**config.mk**
```make
export PLATFORM = sky130hd
export DESIGN_NAME = gpio_port
export DESIGN_NICKNAME = d
export VERILOG_FILES = /design/src/rtl/gpio_pkg.sv /design/src/rtl/gpio_regs.sv /design/src/rtl/gpio_pin_mux.sv /design/src/rtl/gpio_sync.sv /design/src/rtl/gpio_port.sv
export SDC_FILE = /design/constraint.sdc
export NUM_CORES = 1
export LEC_CHECK = 0
export BUFFER_PORTS_ARGS = -buffer_cell sky130_fd_sc_hd__buf_2
export CAP_MARGIN = 25
export CORE_ASPECT_RATIO = 1.75
export CORE_MARGIN = 2
export CORE_UTILIZATION = 30
export DETAILED_ROUTE_END_ITERATION = 8
export PLACE_DENSITY = 0.61
export SETUP_SLACK_MARGIN = 0.3
export SYNTH_ARGS = -nofsm -noshare
export SYNTH_HDL_FRONTEND = slang
export SYNTH_SLANG_ARGS = --single-unit
```
**constraint.sdc**
```tcl
create_clock -name clk -period 3.5 [get_ports clk]
set_clock_uncertainty 0.2 [all_clocks]
set_input_delay 0.7 -clock clk [delete_from_list [all_inputs] [get_ports clk]]
set_output_delay 0.7 -clock clk [all_outputs]
set_load 0.01 [all_outputs]
```
**src/rtl/gpio_pkg.sv**
```systemverilog
// Shared constants for the general-purpose I/O port.
// Assumes a bus of at least PUD_BIT+1 bits.
package gpio_pkg;
    localparam int PORT_W   = 8;
    localparam int ADDR_W   = 2;
    localparam int PUD_BIT  = 4;
    localparam int SYNC_LEN = 2;

    typedef enum logic [ADDR_W-1:0] {
        REG_DIR   = 2'd0,
        REG_LATCH = 2'd1,
        REG_PIN   = 2'd2,
        REG_CTRL  = 2'd3
    } reg_sel_e;
endpackage

```
**src/rtl/gpio_regs.sv**
```systemverilog
// Register file: direction, output latch with toggle edge detect, control.
// Assumes a synchronous active-low reset and a single write port.
// A latch write in the same cycle as a toggle edge wins.
module gpio_regs
    import gpio_pkg::*;
#(
    parameter int W = PORT_W
) (
    input  logic              clk,
    input  logic              rst_n,
    input  logic              we,
    input  logic [ADDR_W-1:0] addr,
    input  logic [W-1:0]      wdata,
    input  logic [W-1:0]      tgl,
    output logic [W-1:0]      dir_q,
    output logic [W-1:0]      latch_q,
    output logic              pud_q
);
    logic [W-1:0] tgl_prev;
    logic [W-1:0] tgl_rise;
    logic         wr_dir;
    logic         wr_latch;
    logic         wr_ctrl;

    // Decode the write strobes per register.
    always_comb begin
        wr_dir   = we && (addr == REG_DIR);
        wr_latch = we && (addr == REG_LATCH);
        wr_ctrl  = we && (addr == REG_CTRL);
        tgl_rise = tgl & ~tgl_prev;
    end

    // Remember the toggle lines to find their rising edges.
    always_ff @(posedge clk) begin
        if (!rst_n) tgl_prev <= '0;
        else        tgl_prev <= tgl;
    end

    // Direction register.
    always_ff @(posedge clk) begin
        if (!rst_n)      dir_q <= '0;
        else if (wr_dir) dir_q <= wdata;
    end

    // Output latch: a bus write first, otherwise toggle on an edge.
    always_ff @(posedge clk) begin
        if (!rst_n)        latch_q <= '0;
        else if (wr_latch) latch_q <= wdata;
        else               latch_q <= latch_q ^ tgl_rise;
    end

    // Control register: only the pull-up disable bit is stored.
    always_ff @(posedge clk) begin
        if (!rst_n)       pud_q <= 1'b0;
        else if (wr_ctrl) pud_q <= wdata[PUD_BIT];
    end


    latch_write_wins_chk: assert property (@(posedge clk) disable iff (!rst_n)
        wr_latch |=> latch_q == $past(wdata));


    latch_hold_chk: assert property (@(posedge clk) disable iff (!rst_n)
        (!wr_latch && tgl == '0) |=> $stable(latch_q));
endmodule

```
**src/rtl/gpio_pin_mux.sv**
```systemverilog
// Per-pin override selection for pull-up, driver, value and input enable.
// Pure combinational logic; one instance per pin.
module gpio_pin_mux (
    input  logic dir_b,
    input  logic latch_b,
    input  logic pud,
    input  logic sleep,
    input  logic pu_en,
    input  logic pu_val,
    input  logic oe_en,
    input  logic oe_val,
    input  logic dv_en,
    input  logic dv_val,
    input  logic ie_en,
    input  logic ie_val,
    input  logic pad_lvl,
    output logic pu_o,
    output logic oe_o,
    output logic out_o,
    output logic ie_o,
    output logic raw_o
);
    logic drive_val;

    // Resolve each pin attribute from its override pair or the registers.
    always_comb begin
        pu_o      = pu_en ? pu_val : (~dir_b & latch_b & ~pud);
        oe_o      = oe_en ? oe_val : dir_b;
        drive_val = dv_en ? dv_val : latch_b;
        out_o     = oe_o & drive_val;
        ie_o      = ie_en ? ie_val : ~sleep;
        raw_o     = pad_lvl & ie_o;
    end
endmodule

```
**src/rtl/gpio_sync.sv**
```systemverilog
// Multi-stage flip-flop synchronizer for a vector of pad inputs.
// Assumes a synchronous active-low reset; the stages clear to 0.
module gpio_sync #(
    parameter int W      = 8,
    parameter int STAGES = 2
) (
    input  logic         clk,
    input  logic         rst_n,
    input  logic [W-1:0] d,
    output logic [W-1:0] q
);
    logic [W-1:0] stage [STAGES];

    genvar s;
    generate
        for (s = 0; s < STAGES; s++) begin : g_stage
            if (s == 0) begin : g_first
                // First stage samples the asynchronous input.
                always_ff @(posedge clk) begin
                    if (!rst_n) stage[s] <= '0;
                    else        stage[s] <= d;
                end
            end else begin : g_next
                // Later stages pass the value along the chain.
                always_ff @(posedge clk) begin
                    if (!rst_n) stage[s] <= '0;
                    else        stage[s] <= stage[s-1];
                end
            end
        end
    endgenerate

    assign q = stage[STAGES-1];
endmodule

```
**src/rtl/gpio_port.sv**
```systemverilog
// Top of the general-purpose I/O port: registers, per-pin override
// muxes, the input synchronizer and the read-back multiplexer.
// Assumes bus accesses are single-cycle and reads are combinational.
module gpio_port
    import gpio_pkg::*;
(
    input  logic              clk,
    input  logic              rst_n,
    input  logic              bus_we,
    input  logic [ADDR_W-1:0] bus_addr,
    input  logic [PORT_W-1:0] bus_wdata,
    output logic [PORT_W-1:0] bus_rdata,
    input  logic              sleep_i,
    input  logic [PORT_W-1:0] pu_ovr_en,
    input  logic [PORT_W-1:0] pu_ovr_val,
    input  logic [PORT_W-1:0] oe_ovr_en,
    input  logic [PORT_W-1:0] oe_ovr_val,
    input  logic [PORT_W-1:0] dv_ovr_en,
    input  logic [PORT_W-1:0] dv_ovr_val,
    input  logic [PORT_W-1:0] tgl_ovr,
    input  logic [PORT_W-1:0] ie_ovr_en,
    input  logic [PORT_W-1:0] ie_ovr_val,
    input  logic [PORT_W-1:0] pad_in,
    output logic [PORT_W-1:0] pad_out,
    output logic [PORT_W-1:0] pad_oe,
    output logic [PORT_W-1:0] pad_pu,
    output logic [PORT_W-1:0] in_raw
);
    logic [PORT_W-1:0] dir_q;
    logic [PORT_W-1:0] latch_q;
    logic              pud_q;
    logic [PORT_W-1:0] in_en;
    logic [PORT_W-1:0] pin_q;
    logic [1:0]        warm;

    gpio_regs #(.W(PORT_W)) u_regs (
        .clk     (clk),
        .rst_n   (rst_n),
        .we      (bus_we),
        .addr    (bus_addr),
        .wdata   (bus_wdata),
        .tgl     (tgl_ovr),
        .dir_q   (dir_q),
        .latch_q (latch_q),
        .pud_q   (pud_q)
    );

    genvar i;
    generate
        for (i = 0; i < PORT_W; i++) begin : g_pin
            gpio_pin_mux u_mux (
                .dir_b   (dir_q[i]),
                .latch_b (latch_q[i]),
                .pud     (pud_q),
                .sleep   (sleep_i),
                .pu_en   (pu_ovr_en[i]),
                .pu_val  (pu_ovr_val[i]),
                .oe_en   (oe_ovr_en[i]),
                .oe_val  (oe_ovr_val[i]),
                .dv_en   (dv_ovr_en[i]),
                .dv_val  (dv_ovr_val[i]),
                .ie_en   (ie_ovr_en[i]),
                .ie_val  (ie_ovr_val[i]),
                .pad_lvl (pad_in[i]),
                .pu_o    (pad_pu[i]),
                .oe_o    (pad_oe[i]),
                .out_o   (pad_out[i]),
                .ie_o    (in_en[i]),
                .raw_o   (in_raw[i])
            );
        end
    endgenerate

    gpio_sync #(.W(PORT_W), .STAGES(SYNC_LEN)) u_sync (
        .clk   (clk),
        .rst_n (rst_n),
        .d     (in_raw),
        .q     (pin_q)
    );

    // Select the register addressed by the bus for reading.
    always_comb begin
        bus_rdata = '0;
        case (bus_addr)
            REG_DIR:   bus_rdata = dir_q;
            REG_LATCH: bus_rdata = latch_q;
            REG_PIN:   bus_rdata = pin_q;
            REG_CTRL:  bus_rdata[PUD_BIT] = pud_q;
            default:   bus_rdata = '0;
        endcase
    end

    // Count cycles since reset so history-based checks start late enough.
    always_ff @(posedge clk) begin
        if (!rst_n)          warm <= '0;
        else if (warm != 2'd2) warm <= warm + 2'd1;
    end


    pin_delay_chk: assert property (@(posedge clk) disable iff (!rst_n)
        (warm == 2'd2) |-> pin_q == $past(in_raw, 2));


    raw_gate_chk: assert property (@(posedge clk) disable iff (!rst_n)
        (in_raw & ~in_en) == '0);


    pud_blocks_chk: assert property (@(posedge clk) disable iff (!rst_n)
        (pud_q && pu_ovr_en == '0) |-> pad_pu == '0);


    idle_pad_low_chk: assert property (@(posedge clk) disable iff (!rst_n)
        (pad_out & ~pad_oe) == '0);
endmodule

```
==> reports/results.tsv <==
stage	metric	value	unit
yosys	synth top area cells	dfxtp_1 (36%), buf_4 (12%), and2_1 (8.9%)	
run	Max-Cap Viols	0	
clock_network	CTS max path bufs	2	
global_route	GRT Overall Usage	12.6	%
power_and_ir_drop	Leak	1.42	nW
yosys	share of async-settable or async-resettable flops after synthesis	0	%
worst_setup_path	slowest stage delay, CP	0.38	ns
sta	actual slew at the worst max-slew pin	0.613	ns
hold_path	hold path startpoint	u_sync.stage[0][5]	
drt	TritonRoute pass-1 iters	4	
cells_and_area	layout cell share with drive strength beyond 1	41.7	%
yosys	Post-synth top flop	dfxtp_1	
yosys	yosys synthesis warning count	0	
worst_setup_path	CP cell instances	buf_2, nor2b_2, nand2_1, o21ai_0, buf_2	
place	# port buffers	133	
drt	drc violations	0	
clock_network	root buffer cell	clkbuf_16	
worst_setup_path	CP top delay family	simple AND/OR/NAND/NOR gates	
sta	post-route setup TNS	0	ns
worst_setup_path	Worst Setup SP	bus_addr[0]	
yosys	sequential-to-total area share from yosys stat	36.4	%
worst_setup_path	Worst path most repeated cell	buf_2	
clock_network	clock buffer count from CTS	5	
clock_network	CTS tree	yes	
clock_network	clock slew at reported path FFs	0.05	ns
worst_setup_path	worst r2r src	u_regs.pud_q	
clock_network	post-CTS sizing	0	
worst_setup_path	Setup CP Type	primary input to output pin	
yosys	Distinct cells, synth	19	
hold_path	hold path endpoint	u_sync.stage[1][5]	
place	pre-CTS setup slack	0.888	ns
hold_path	Worst Hold Class	flop to flop	
worst_setup_path	endpoint class of the critical path	output pin	
cells_and_area	Nets	456	
global_route	pin count of the biggest net entering global routing	42	
worst_setup_path	CP Data Required Time	2.60	ns
clock_network	CTS Sinks	41	
drt	Iter 0 DRT Violations	53	
drt	via/cell ratio	4.44	
sta	RSZ-0062 raised after global routing	no	
yosys	Yosys reg bits	41	
yosys	cell with the most instances after synthesis	dfxtp_1	
floorplan	initial core utilization	31.2	%
sta	Final setup viols	0	
yosys	EDFF count, synth	0	
floorplan	die width	69.5	µm
sta	Max-slew headroom	59.0	%
drt	Vias	1989	
worst_setup_path	worst r2r dst	u_regs.pud_q	
yosys	Mapped Nets	356	
clock_network	worst skew pair latency	0.27	ns
yosys	Mapped Cells	262	
drt	final WL	5200	µm
worst_setup_path	CP startpoint kind	primary input	
cells_and_area	Antenna Cells	0	
clock_network	post-CTS setup buffers	0	
sta	period utilisation layout	73.6	%
floorplan	core area	0.00723	mm²
hold_path	worst hold path depth	1	
sta	Max Clk Rate	388	MHz
power_and_ir_drop	Total Power	0.00116	W
yosys	top-area cell type share of the netlist area	36.4	%
yosys	Post-synth top cells	dfxtp_1 (41), buf_4 (36), and2_1 (32)	
worst_setup_path	Worst Path Max Fanout	12	
yosys	Syn Area/Cell	8.61	µm²
sta	fin crit period	2.58	ns
global_route	first-pass GRT wire length	8380	µm
worst_setup_path	CP max stage cell	nor2b_2	
yosys	Mapped Area	0.00225	mm²
sta	fin. max-slew vios	0	
floorplan	Total Die Area	0.00825	mm²
status	outcome	finished clean	
global_route	initial antenna violation count	0	
cells_and_area	area grow syn2layout	28.1	%
worst_setup_path	reg2reg setup slack	2.33	ns
yosys	leading area contributor after synthesis	dfxtp_1	
sta	fin worst setup slack	0.922	ns
worst_setup_path	CP bufs+invs	2	
floorplan	FP Rows	41	
clock_network	cts hold-fix bufs	0	
drt	ANT nets after route	0	
global_route	vias in the first global route	1887	
global_route	GRT overflow	0	
place	hpwl dp	4170	µm
floorplan	die height	119	µm
worst_setup_path	FF-to-FF path depth	2	
sta	Hold Fails Final Rpt	0	
power_and_ir_drop	Pwr Density	401	mW/mm²
worst_setup_path	WP data arrival	1.68	ns
place	GPL Wtd Cong	0.716	
floorplan	I/O Pins	134	
power_and_ir_drop	worst vdd ir	0.229	mV
drt	WL/cell	11.6	µm
clock_network	H-tree Lvls	2	
==> per-layer routing <==
metal	global-route usage, %	routed length, µm	vias up
li1	-	-	1047
met1	12.7	1930	858
met2	24.2	2820	82
met3	3.24	424	2
met4	4.04	29	0
met5	0	0	-
==> cell families (layout without fill, tap and decap cells) <==
logic type      count (synthesis)  after routing  synth area share, %
buf+inv                        49            149                 14.2
xor+xnor                        8              8                 3.11
simple gates                   92             92                 22.5
mux                            25             25                 12.1
flops                          41             41                 36.4
compound gates                 47             47                 11.8
==> through the flow <==
step	hold slack (ns)	util [%]	area, µm²	std cells
6_report	0.231	39.9	2890	448
5_1_grt	0.250	39.9	2890	448
4_1_cts	0.235	39.9	2890	448
3_5_place_dp	0.222	38.0	2750	441
3_3_place_gp	0.218	38.0	2750	441
2_1_floorplan	0.212	-	2250	262
==> how the worst max path moves through the flow <==
stage	endpoint	slack, ns	cells past startpoint
5_1_grt	bus_rdata[5]	0.82	5
3_3_place_gp	bus_rdata[0]	0.93	5
4_1_cts	bus_rdata[0]	0.89	5
6_report	bus_rdata[0]	0.92	5
3_5_place_dp	bus_rdata[0]	0.89	5
2_1_floorplan	bus_rdata[4]	1.25	2
==> cell usage in the layout (no fill, tap or decap), types with 5 or more instances in the layout <==
master / instances
o41ai_1: 8
mux2_2: 8
and2_1: 32
nor2b_1: 17
a21oi_1: 8
o21ai_0: 31
nand2_1: 31
xnor2_1: 8
dfxtp_1: 41
and3_1: 8
clkbuf_16: 5
inv_1: 8
buf_2: 133
mux2i_1: 16
==> state kept, by name (all words and copies together), names as in the netlist <==
signal and count:
u_sync.stage 16, u_regs.latch_q 8, u_regs.pud_q 1, u_regs.dir_q 8
u_regs.tgl_prev 8
==> worst register-to-register path, delay by kind of cell (launching register included) <==
kind          cells  cell delay [ns]
simple gates      1             0.12
flops             1             0.64
mux               1             0.16
==> area by class of cell <==
| cell class | count | area, µm² |
|---|---|---|
| Fill cell | 761 | 4340 |
| Multi-Input combinational cell | 172 | 1110 |
| Sequential cell | 41 | 821 |
| Timing Repair Buffer | 134 | 673 |
| Clock buffer | 7 | 143 |
| Tap cell | 86 | 108 |
| Inverter | 8 | 30.0 |
==> power breakdown <==
part           switching (W)  internal, W
Sequential         0.0000180     0.000493
Clock               0.000158     0.000279
Combinational      0.0000963     0.000114
Power figures use the tool's default switching activity.
